[src/rtl/ssd_pkg.sv]
package ssd_pkg;

  localparam int ADDR_W = 3;

  localparam logic [ADDR_W-1:0] ADDR_CTRL  = 3'd0;
  localparam logic [ADDR_W-1:0] ADDR_TX    = 3'd1;
  localparam logic [ADDR_W-1:0] ADDR_RX    = 3'd2;
  localparam logic [ADDR_W-1:0] ADDR_FLAGS = 3'd3;
  localparam logic [ADDR_W-1:0] ADDR_IEN   = 3'd4;

  localparam int NUM_FLAGS = 4;
  localparam int FLG_TBE   = 0;
  localparam int FLG_RBF   = 1;
  localparam int FLG_TEND  = 2;
  localparam int FLG_OVR   = 3;
  localparam int BUSY_BIT  = 4;
  localparam int LEN_LSB   = 4;

  // strobes from control to datapath
  typedef struct packed {
    logic clrAll;     // module disabled: wipe serial state
    logic startChar;  // load shift register from transmit buffer
    logic shiftBit;   // one serial clock rising edge
    logic captureRx;  // copy finished character to receive buffer
    logic txWrite;    // software writes transmit buffer
  } dpCtl_t;

endpackage

[src/rtl/ssd_datapath.sv]
module ssd_datapath
  import ssd_pkg::*;
#(
  parameter int DATA_W = 16,
  localparam int LEN_W = $clog2(DATA_W)
) (
  input  logic              clk,
  input  logic              rstN,
  input  dpCtl_t            ctl,
  input  logic [DATA_W-1:0] wdata,
  input  logic [LEN_W-1:0]  lenM1,
  input  logic              mosiBit,
  output logic              lastBit,
  output logic              txFull,
  output logic              hadData,
  output logic [DATA_W-1:0] rxBuf,
  output logic              misoBit
);

  logic [DATA_W-1:0] txBuf;
  logic [DATA_W-1:0] shiftReg;
  logic [DATA_W-1:0] shifted;
  logic [DATA_W-1:0] lenMask;
  logic [LEN_W-1:0]  bitCnt;

  // mask of the bits that belong to the programmed character
  for (genvar i = 0; i < DATA_W; i++) begin : g_mask
    assign lenMask[i] = (LEN_W'(i) <= lenM1);
  end

  assign shifted = {shiftReg[DATA_W-2:0], mosiBit};
  assign lastBit = (bitCnt == lenM1);
  assign misoBit = shiftReg[lenM1];

  // transmit buffer
  always_ff @(posedge clk or negedge rstN) begin
    if (!rstN) begin
      txBuf  <= '0;
      txFull <= 1'b0;
    end else if (ctl.clrAll) begin
      txBuf  <= '0;
      txFull <= 1'b0;
    end else if (ctl.txWrite) begin
      txBuf  <= wdata;
      txFull <= 1'b1;
    end else if (ctl.startChar) begin
      txFull <= 1'b0;
    end
  end

  // shared shift register and bit counter
  always_ff @(posedge clk or negedge rstN) begin
    if (!rstN) begin
      shiftReg <= '0;
      bitCnt   <= '0;
      hadData  <= 1'b0;
    end else if (ctl.clrAll) begin
      shiftReg <= '0;
      bitCnt   <= '0;
      hadData  <= 1'b0;
    end else if (ctl.startChar) begin
      shiftReg <= txFull ? txBuf : '0;
      bitCnt   <= '0;
      hadData  <= txFull;
    end else if (ctl.shiftBit) begin
      shiftReg <= shifted;
      bitCnt   <= bitCnt + 1'b1;
    end
  end

  // receive buffer
  always_ff @(posedge clk or negedge rstN) begin
    if (!rstN) begin
      rxBuf <= '0;
    end else if (ctl.clrAll) begin
      rxBuf <= '0;
    end else if (ctl.captureRx) begin
      rxBuf <= shifted & lenMask;
    end
  end

endmodule

[src/rtl/ssd_control.sv]
module ssd_control
  import ssd_pkg::*;
#(
  parameter int DATA_W      = 16,
  parameter int SYNC_STAGES = 2,
  localparam int LEN_W = $clog2(DATA_W),
  localparam int CTL_W = LEN_LSB + LEN_W
) (
  input  logic                 clk,
  input  logic                 rstN,
  input  logic [ADDR_W-1:0]    regAddr,
  input  logic                 regWr,
  input  logic                 regRd,
  input  logic [CTL_W-1:0]     ctlWdata,
  output logic [DATA_W-1:0]    regRdata,
  output logic                 irq,
  input  logic                 sclkIn,
  input  logic                 csNIn,
  input  logic                 mosiIn,
  input  logic                 dpLastBit,
  input  logic                 dpTxFull,
  input  logic                 dpHadData,
  input  logic [DATA_W-1:0]    dpRxBuf,
  output dpCtl_t               ctl,
  output logic                 mosiBit,
  output logic [LEN_W-1:0]     lenM1,
  output logic                 csLow,
  output logic                 modEn,
  output logic [NUM_FLAGS-1:0] flags,
  output logic [NUM_FLAGS-1:0] ienReg,
  output logic                 busy
);

  logic [SYNC_STAGES-1:0] sclkSync;
  logic [SYNC_STAGES-1:0] csSync;
  logic [SYNC_STAGES-1:0] mosiSync;
  logic sclkPrev;
  logic csPrev;
  logic sclkRise;
  logic csFall;
  logic charDone;
  logic rxRead;
  logic flagWr;
  logic ctrlWr;
  logic ienWr;

  // input synchronizers and edge history
  always_ff @(posedge clk or negedge rstN) begin
    if (!rstN) begin
      sclkSync <= '0;
      csSync   <= '1;
      mosiSync <= '0;
      sclkPrev <= 1'b0;
      csPrev   <= 1'b1;
    end else begin
      sclkSync <= {sclkSync[SYNC_STAGES-2:0], sclkIn};
      csSync   <= {csSync[SYNC_STAGES-2:0], csNIn};
      mosiSync <= {mosiSync[SYNC_STAGES-2:0], mosiIn};
      sclkPrev <= sclkSync[SYNC_STAGES-1];
      csPrev   <= csSync[SYNC_STAGES-1];
    end
  end

  assign sclkRise = sclkSync[SYNC_STAGES-1] & ~sclkPrev;
  assign csFall   = csPrev & ~csSync[SYNC_STAGES-1];
  assign csLow    = ~csSync[SYNC_STAGES-1];
  assign mosiBit  = mosiSync[SYNC_STAGES-1];

  // register decode
  assign ctrlWr = regWr && (regAddr == ADDR_CTRL);
  assign ienWr  = regWr && (regAddr == ADDR_IEN);
  assign flagWr = modEn && regWr && (regAddr == ADDR_FLAGS);
  assign rxRead = modEn && regRd && (regAddr == ADDR_RX);

  // datapath strobes
  assign ctl.clrAll    = ~modEn;
  assign ctl.txWrite   = modEn && regWr && (regAddr == ADDR_TX);
  assign ctl.shiftBit  = modEn && csLow && sclkRise;
  assign charDone      = ctl.shiftBit && dpLastBit;
  assign ctl.startChar = modEn && (csFall || charDone);
  assign ctl.captureRx = charDone && !flags[FLG_RBF];

  // control and enable registers
  always_ff @(posedge clk or negedge rstN) begin
    if (!rstN) begin
      modEn  <= 1'b0;
      lenM1  <= '1;
      ienReg <= '0;
    end else begin
      if (ctrlWr) begin
        modEn <= ctlWdata[0];
        lenM1 <= ctlWdata[LEN_LSB +: LEN_W];
      end
      if (ienWr) begin
        ienReg <= ctlWdata[NUM_FLAGS-1:0];
      end
    end
  end

  // event flags, each with its own clear path
  always_ff @(posedge clk or negedge rstN) begin
    if (!rstN) begin
      flags <= '0;
    end else if (!modEn) begin
      flags <= '0;
    end else begin
      if (ctl.txWrite) begin
        flags[FLG_TBE] <= 1'b0;
      end else if (ctl.startChar && dpTxFull) begin
        flags[FLG_TBE] <= 1'b1;
      end

      if (ctl.captureRx) begin
        flags[FLG_RBF] <= 1'b1;
      end else if (rxRead) begin
        flags[FLG_RBF] <= 1'b0;
      end

      if (charDone && dpHadData && flags[FLG_TBE]) begin
        flags[FLG_TEND] <= 1'b1;
      end else if (flagWr && ctlWdata[FLG_TEND]) begin
        flags[FLG_TEND] <= 1'b0;
      end

      if (charDone && flags[FLG_RBF]) begin
        flags[FLG_OVR] <= 1'b1;
      end else if (flagWr && ctlWdata[FLG_OVR]) begin
        flags[FLG_OVR] <= 1'b0;
      end
    end
  end

  assign busy = modEn && csLow;
  assign irq  = |(flags & ienReg);

  // read data mux
  always_comb begin
    regRdata = '0;
    case (regAddr)
      ADDR_CTRL: begin
        regRdata[0] = modEn;
        regRdata[LEN_LSB +: LEN_W] = lenM1;
      end
      ADDR_RX:    regRdata = dpRxBuf;
      ADDR_FLAGS: begin
        regRdata[NUM_FLAGS-1:0] = flags;
        regRdata[BUSY_BIT] = busy;
      end
      ADDR_IEN:   regRdata[NUM_FLAGS-1:0] = ienReg;
      default:    regRdata = '0;
    endcase
  end

endmodule

[src/rtl/serial_slave_dbuf.sv]
module serial_slave_dbuf
  import ssd_pkg::*;
#(
  parameter int DATA_W      = 16,
  parameter int SYNC_STAGES = 2,
  localparam int LEN_W = $clog2(DATA_W),
  localparam int CTL_W = LEN_LSB + LEN_W
) (
  input  logic              clk,
  input  logic              rstN,
  input  logic [2:0]        regAddr,
  input  logic              regWr,
  input  logic              regRd,
  input  logic [DATA_W-1:0] regWdata,
  output logic [DATA_W-1:0] regRdata,
  output logic              irq,
  input  logic              sclk,
  input  logic              csN,
  input  logic              mosi,
  output logic              miso
);

  dpCtl_t               ctl;
  logic                 mosiBit;
  logic [LEN_W-1:0]     lenM1;
  logic                 csLow;
  logic                 modEn;
  logic [NUM_FLAGS-1:0] flags;
  logic [NUM_FLAGS-1:0] ienReg;
  logic                 busy;
  logic                 dpLastBit;
  logic                 dpTxFull;
  logic                 dpHadData;
  logic [DATA_W-1:0]    dpRxBuf;
  logic                 dpMiso;

  ssd_control #(
    .DATA_W(DATA_W),
    .SYNC_STAGES(SYNC_STAGES)
  ) u_control (
    .clk(clk),
    .rstN(rstN),
    .regAddr(regAddr),
    .regWr(regWr),
    .regRd(regRd),
    .ctlWdata(regWdata[CTL_W-1:0]),
    .regRdata(regRdata),
    .irq(irq),
    .sclkIn(sclk),
    .csNIn(csN),
    .mosiIn(mosi),
    .dpLastBit(dpLastBit),
    .dpTxFull(dpTxFull),
    .dpHadData(dpHadData),
    .dpRxBuf(dpRxBuf),
    .ctl(ctl),
    .mosiBit(mosiBit),
    .lenM1(lenM1),
    .csLow(csLow),
    .modEn(modEn),
    .flags(flags),
    .ienReg(ienReg),
    .busy(busy)
  );

  ssd_datapath #(
    .DATA_W(DATA_W)
  ) u_datapath (
    .clk(clk),
    .rstN(rstN),
    .ctl(ctl),
    .wdata(regWdata),
    .lenM1(lenM1),
    .mosiBit(mosiBit),
    .lastBit(dpLastBit),
    .txFull(dpTxFull),
    .hadData(dpHadData),
    .rxBuf(dpRxBuf),
    .misoBit(dpMiso)
  );

  assign miso = modEn && csLow && dpMiso;

endmodule

[config.mk]
export PLATFORM = sky130hd
export DESIGN_NAME = serial_slave_dbuf
export DESIGN_NICKNAME = d
export VERILOG_FILES = /design/src/rtl/ssd_pkg.sv /design/src/rtl/ssd_datapath.sv /design/src/rtl/ssd_control.sv /design/src/rtl/serial_slave_dbuf.sv
export SDC_FILE = /design/constraint.sdc
export NUM_CORES = 1
export LEC_CHECK = 0
export ABC_AREA = 1
export BUFFER_PORTS_ARGS = -buffer_cell sky130_fd_sc_hd__clkbuf_2
export CAP_MARGIN = 20
export CORE_MARGIN = 2
export CORE_UTILIZATION = 45
export CTS_CLUSTER_SIZE = 30
export DETAILED_ROUTE_END_ITERATION = 7
export GPL_TIMING_DRIVEN = 0
export HOLD_SLACK_MARGIN = 0.1
export PLACE_DENSITY = 0.67
export SLEW_MARGIN = 25
export SYNTH_ARGS = -nofsm -noshare
export SYNTH_HDL_FRONTEND = slang
export SYNTH_SLANG_ARGS = --single-unit
[constraint.sdc]
create_clock -name clk -period 1.5 [get_ports clk]
set_input_delay 0.15 -clock clk [delete_from_list [all_inputs] [get_ports clk]]
set_output_delay 0.15 -clock clk [all_outputs]
set_load 0.03 [all_outputs]
==> results.md, run 1 <==
* Worst skew pair latency at 360 ps
* CP Launch Type: flip-flop
* Crit path DAT at 1790 ps
* Nature of the critical path endpoint: primary output
* Row count at 33
* Final Util at 61.53%
* Area grow syn2layout at 34.41%
* Slew Limit Fails at 0
* Kind of critical path: reg2out
* # diodes at 0
* Hold crit path type: in2reg
* Total CTS buffers at 9
* Synthesized area at 0.003724 mm²
* Nets at 604
* Vias/cell at 5.164
* Clock Tree Root: clkbuf_8
* Commonest non-fill, non-tap cell in the layout: nand2_1
* Setup TNS at -11660 ps
* Crit-path slowest cell: dfstp_2
* Placer Congestion at 0.8933
* Unrepaired setup endpoints after global routing: true
* Failing checks: setup timing
* Initial antenna violation count at 0
* Pleak at 0.002402 µW
* Number of global-route vias before repair at 3420
* Synth area leader: dfrtp_1
* Starting Density at 45.78%
* Clock Path Buffers at 2
* Buf/Inv on CP at 2
* Fill count at 726
* Syn Area/Cell at 7.839 µm²
* Starting DRT DRC Count at 296
* Ports at 44
* Fin crit share at 129.4%
* Input/output buffers at 43
* Peak Freq at 515.3 MHz
* Slowest stage delay, CP at 590 ps
* Crit-path leading delay family: flip-flops
* Max_cap viols at 0
* Clock transition at path regs at 90 ps
* VDD IR-drop max at 0.5563 mV
* Total global-route track usage at 24.60%
* Max transition margin at 55.83%
* Final hold vios at 0
* H-tree levels at 3
* HPWL Detailed at 6.993 mm
* Die X at 94.97 µm
* First-pass GRT wire length at 16.95 mm
* Antenna Violating Nets Remaining at 0
* Routed vias at 3548
* Die footprint at 0.009018 mm²
* Synth Register Bits at 75
* DR pass1 iterations at 4
* Slew @ Worst Pin at 659.6 ps
* Routed WL at 10.11 mm
* Post-layout min period at 1940 ps
* Cells after Synth at 475
* Clock Skew at 9.404 ps
* CTS Sinks at 75
* Core area at 0.008134 mm²
* Worst path most repeated cell: nand2_1
* Area occupied by multi-input gates at 0.001638 mm²
* Post-route DRC at 0
* Outcome: finished with violations
* Cell area power density at 1061 mW/mm²
* GR Overflow Total at 0
* Syn nets at 502
* Synth top area share at 45.70%
* Yosys warnings at 0
* Worst Path Required at 1350 ps
* Largest net degree at the start of global routing at 41
* Register Area at 0.001887 mm²
* Crit-path max FO at 6
* Distinct cells, synth at 28
* CP Cell Sequence: buf_6 -> nand2_4 -> nor2_2 -> a21oi_2 -> nand2_1 -> nand2_1 -> nand2_1 -> a21oi_2 -> nor2_4 -> buf_8
* Most frequent cells in the layout: nand2_1 (106), dfrtp_1 (67), inv_1 (48), nand3_1 (47), clkbuf_2 (40)
* CTS tree: built
* Seq/Total Area, Yosys at 50.64%
* WL per Instance at 14.71 µm
* Layout cells sized above 1 at 27.32%
* Final setup violation count at 44
* Final worst slack at -440.5 ps
* Die height at 94.97 µm
* Synth top area cells: dfrtp_1 (46%), nand2_1 (11%), nand3_1 (6.5%)
layer usage:
layer  global-route usage (%)  vias to the layer above  part of all wire (%)
met2                    38.89                      108                    48
met3                    3.831                       15                   5.0
met4                    7.005                        0                   1.6
met5                        0                        -                     0
li1                         -                     1756                     -
met1                    35.17                     1669                    46
sequential cells by signal, indices dropped and copies added (netlist names):
signal / count
u_datapath.rxBuf: 16
u_datapath.shiftReg: 16
u_datapath.txBuf: 16
u_control.flags: 4
u_control.ienReg: 4
u_control.lenM1: 4
u_datapath.bitCnt: 4
u_control.csSync: 2
u_control.mosiSync: 2
u_control.sclkSync: 2
u_control.csPrev: 1
u_control.modEn: 1
u_control.sclkPrev: 1
u_datapath.hadData: 1
u_datapath.txFull: 1
worst reg2reg max path: stages (launching register included):
cell and delay, ps:
dfstp_2 590, buf_6 120, inv_4 40, nand2_1 50, nand2_1 60, nor2_2 130, nand3_2 140, buf_8 180
buf_6 130, buf_4 150, nand4_1 80, a21oi_1 80
repair_timing:
item / CTS / global route
cloned: 4 / 0
setup endpoints to repair: 68 / 67
pin swaps: 7 / 5
endpoints found under the hold margin: 66 / 0
setup buffers: 17 / 5
hold buffers: 21 / 0
resized for setup: 57 / 31
synth_stat cells:
master,count
dfrtp_1,68
clkbuf_1,10
inv_1,54
nor2_1,43
nand2_8,1
buf_4,1
nor2_4,1
nand3b_1,1
clkinv_1,1
buf_2,5
inv_2,4
nand2_1,113
o211ai_1,7
xor2_1,2
buf_8,1
nand3_1,48
a21oi_1,23
o21ai_0,48
o2111ai_1,1
nor2_2,2
dfstp_2,7
nand3_2,1
ha_1,1
buf_6,1
nand4_1,19
or2_2,8
buf_1,2
nor3_1,2
area by class of cell:
cell class,instances,share of cell area (%)
timing repair buffer,90,14.48
sequential,75,37.70
buffer,20,3.350
inverter,59,4.625
multi-input combinational,322,32.72
tap,105,2.625
clock buffer,9,2.475
clock inverter,7,2.025
cells by family after synthesis:
kind of cell               share of synthesized area (%)
AOI/OAI and AO/OA                                  11.19
xor gates and xnor gates                          0.4705
adders and majority gates                         0.3360
buffers and inverters                              8.736
DFF                                                50.64
and+or+nand+nor                                    28.63
worst paths after layout:
kind	from	endpoint	slack, ps	cells after the start
max in group asynchronous	rstN	u_control.lenM1[3]	520	3
min in group asynchronous	rstN	u_control.sclkSync[0]	330	2
hold / removal	regWr	u_control.ienReg[0]	230	3
hold reg to reg	u_control.csSync[0]	u_control.csSync[1]	360	0
setup reg to reg	u_control.lenM1[0]	u_datapath.shiftReg[3]	-360	11
setup / recovery	u_control.lenM1[0]	miso	-440	10
power by group:
part / leakage [µW] / switching (µW) / internal (µW)
registers: 0.000990 / 147 / 2180
clock network: 0.000106 / 809 / 947
logic: 0.00131 / 719 / 508
total: 0.00240 / 1670 / 3640
metrics by stage:
| stage | total power [µW] | hold slack, ps | instance area [µm²] | std cells | worst slack [ps] |
|---|---|---|---|---|---|
| 6_report | 5311 | 233.1 | 5005 | 687 | -440.5 |
| 5_1_grt | 5578 | 288.6 | 5005 | 687 | -542.9 |
| 4_1_cts | 5237 | 226.9 | 4897 | 682 | -432.5 |
| 3_5_place_dp | 3277 | 201.5 | 4131 | 624 | -298.5 |
| 3_3_place_gp | 3251 | 240.4 | 4109 | 623 | -392.3 |
| 2_1_floorplan | 2950 | -145.6 | 3762 | 475 | -63.68 |
(Power assumes the default switching activity.)
==> inputs of run 2 (changes only) <==
BUFFER_PORTS_ARGS = default   (was -buffer_cell sky130_fd_sc_hd__clkbuf_2)
DONT_BUFFER_PORTS = 1   (was default)
PLACE_DENSITY = default   (was 0.67)
==> results.md, run 2 (synthesis gave the netlist of run 1 again) <==
* Slew Limit Fails at 0 (unchanged)
* Post-layout min period at 1925 ps (-15.88 ps)
* Fin crit share at 128.3% (-1.1 points)
* Antenna Violating Nets Remaining at 0 (unchanged)
* Inst Count DP at 580 (-7.1%)
* Die X at 94.97 µm (unchanged)
* Input/output buffers at 0 (-100%)
* Hold crit path type: in2async
* Final worst slack at -424.6 ps (+15.88 ps)
* Routed WL at 10.11 mm (about the same)
* Final setup violation count at 46 (+4.5%)
* Crit-path max FO at 4 (-2)
* Setup crit start: u_control.lenM1[1]
* Worst skew pair latency at 350 ps (about the same)
* Post-placement cell area at 0.003894 mm² (-5.8%)
* WL per Instance at 15.69 µm (+6.7%)
* Die height at 94.97 µm (unchanged)
* H-tree levels at 3 (unchanged)
* Final Cell Area at 0.004718 mm² (-5.7%)
* # diodes at 0 (unchanged)
* Worst Path Required at 1350 ps (about the same)
* CTS tree: built
* Final Util at 58.01% (-3.5 points)
* Core area at 0.008134 mm² (unchanged)
* Nature of the critical path endpoint: primary output
* Starting DRT DRC Count at 185 (-38%)
* Clock Skew at 9.695 ps (+0.2910 ps)
* Crit path DAT at 1770 ps (-20 ps)
* Max transition margin at 52.47% (-3.4 points)
* HPWL Detailed at 6.941 mm (-0.75%)
* Commonest non-fill, non-tap cell in the layout: nand2_1
* First-pass GRT wire length at 16.53 mm (-2.5%)
* Row count at 33 (unchanged)
* Post-route DRC at 0 (unchanged)
* Unrepaired setup endpoints after global routing: true
* Placer Congestion at 0.8460 (-5.3%)
* Clock Path Buffers at 2 (unchanged)
* Failing checks: hold timing, setup timing
* Clock Tree Root: clkbuf_8
* GR Overflow Total at 0 (unchanged)
* Largest net degree at the start of global routing at 76 (+85%)
* CP Launch Type: flip-flop
* Most frequent cells in the layout: nand2_1 (109), dfrtp_1 (67), inv_1 (51), nand3_1 (47), nor2_1 (37)
* VDD IR-drop max at 0.4941 mV (-11%)
* Die footprint at 0.009018 mm² (unchanged)
* Routed vias at 3418 (-3.7%)
* Area grow syn2layout at 26.71%
* Layout cells sized above 1 at 20.59% (-6.7 points)
* Nets at 561 (-7.1%)
* Worst hold slack at -514.4 ps (-747.5 ps)
* Peak Freq at 519.6 MHz (+0.82%)
* DR pass1 iterations at 5 (+1)
* Setup TNS at -12680 ps (-1022 ps)
* Final hold vios at 75 (+75)
* Vias/cell at 5.307 (+2.8%)
* CTS Sinks at 75 (unchanged)
* Biggest regs: u_datapath.rxBuf x16, u_datapath.shiftReg x16, u_datapath.txBuf x16
* Clock transition at path regs at 80 ps (about the same)
* Post-cts hold buffer count at 22 (+4.8%)
* Worst path most repeated cell: nand2_1
* Total CTS buffers at 9 (unchanged)
* CP Cell Sequence: clkinvlp_4 -> nor2_4 -> a21oi_1 -> nand2_1 -> nand2_1 -> nand2_1 -> a21oi_2 -> nor2_4
* Total global-route track usage at 24.17% (-0.44 points)
* Slew @ Worst Pin at 709.8 ps (+50.15 ps)
* Starting Density at 45.78% (unchanged)
* Cell area power density at 1047 mW/mm² (-1.4%)
* Fin cells at 644 (-6.3%)
* Initial antenna violation count at 0 (unchanged)
* Number of global-route vias before repair at 3239 (-5.3%)
* Pleak at 0.002162 µW (-10%)
* FF-to-FF Start: u_control.lenM1[0]
* Worst r2r path cells at 11 (unchanged)
* Outcome: finished with violations
* Kind of critical path: reg2out
* Max_cap viols at 0 (unchanged)
* Slowest stage delay, CP at 570 ps (-20 ps)
* Crit-path slowest cell: dfstp_2
* Ports at 44 (unchanged)
==> run 2: cell count changes in the layout (fill, tap and decap cells not counted), moves of 3 or more <==
| cell | before | now |
|---|---|---|
| nand2_1 | 106 | 109 |
| clkbuf_8 | 9 | 12 |
| nand2_4 | 3 | 0 |
| inv_1 | 48 | 51 |
| o21ai_0 | 38 | 35 |
| buf_6 | 13 | 6 |
| clkbuf_2 | 40 | 5 |
| buf_8 | 5 | 2 |
| inv_2 | 7 | 4 |
==> run 2: report_power, final <==
part           total, µW  switching, µW  internal [µW]
Combinational       1180            690            493
Sequential          2340            159           2180
Clock               1420            764            652
Total               4940           1610           3330
==> run 2: layout make-up <==
cell class	count	area [µm²]
Fill cell	757	3416
Sequential cell	75	1887
Multi-Input combinational cell	321	1663
Timing Repair Buffer	48	467.9
Inverter	59	230.2
Buffer	20	160.2
Clock buffer	11	141.4
Tap cell	105	131.4
Clock inverter	5	37.54
==> run 2: metrics by stage <==
step | total power [µW] | hold WS (ps) | setup WS [ps]
2_1_floorplan | 2950 | -145.6 | -63.68
3_3_place_gp | 3189 | -143.4 | -312.8
3_5_place_dp | 3202 | -143.3 | -341.3
4_1_cts | 4904 | -528.6 | -409.4
5_1_grt | 5201 | -543.9 | -529.2
6_report | 4939 | -514.4 | -424.6
==> run 2: worst max-delay path, delay by kind of cell (launching register included) <==
kind / cells / cell delay (ps)
flip-flops: 1 / 570
buffers and inverters: 1 / 140
AO/OA/AOI/OAI: 2 / 140
AND/OR/NAND/NOR: 5 / 580
==> run 2: repair_timing <==
item / in CTS / in global routing
hold endpoints to repair: 106 / 75
endpoints found under the setup margin: 65 / 70
cloned: 2 / 0
pin swaps: 9 / 9
resized for setup: 42 / 24
setup buffers: 19 / 5
==> run 2: layer usage <==
layer / routed length, µm / vias to the layer above / global-route usage (%) / part of all wire (%)
met2: 4809 / 95 / 39.60 / 48
met5: 0 / - / 0 / 0
met4: 142 / 0 / 6.159 / 1.4
li1: - / 1670 / - / -
met1: 4684 / 1641 / 32.65 / 46
met3: 468 / 12 / 5.188 / 4.6
==> run 2: final timing paths <==
path                            slack, ps                      to
worst max register to register       -370  u_datapath.shiftReg[5]
max in group asynchronous            1800      u_control.lenM1[0]
min in group clk                      130     u_control.ienReg[3]
worst max-delay path                 -420                    miso
worst min-delay path                 -510   u_control.mosiSync[1]
worst min register to register        350   u_control.sclkSync[1]
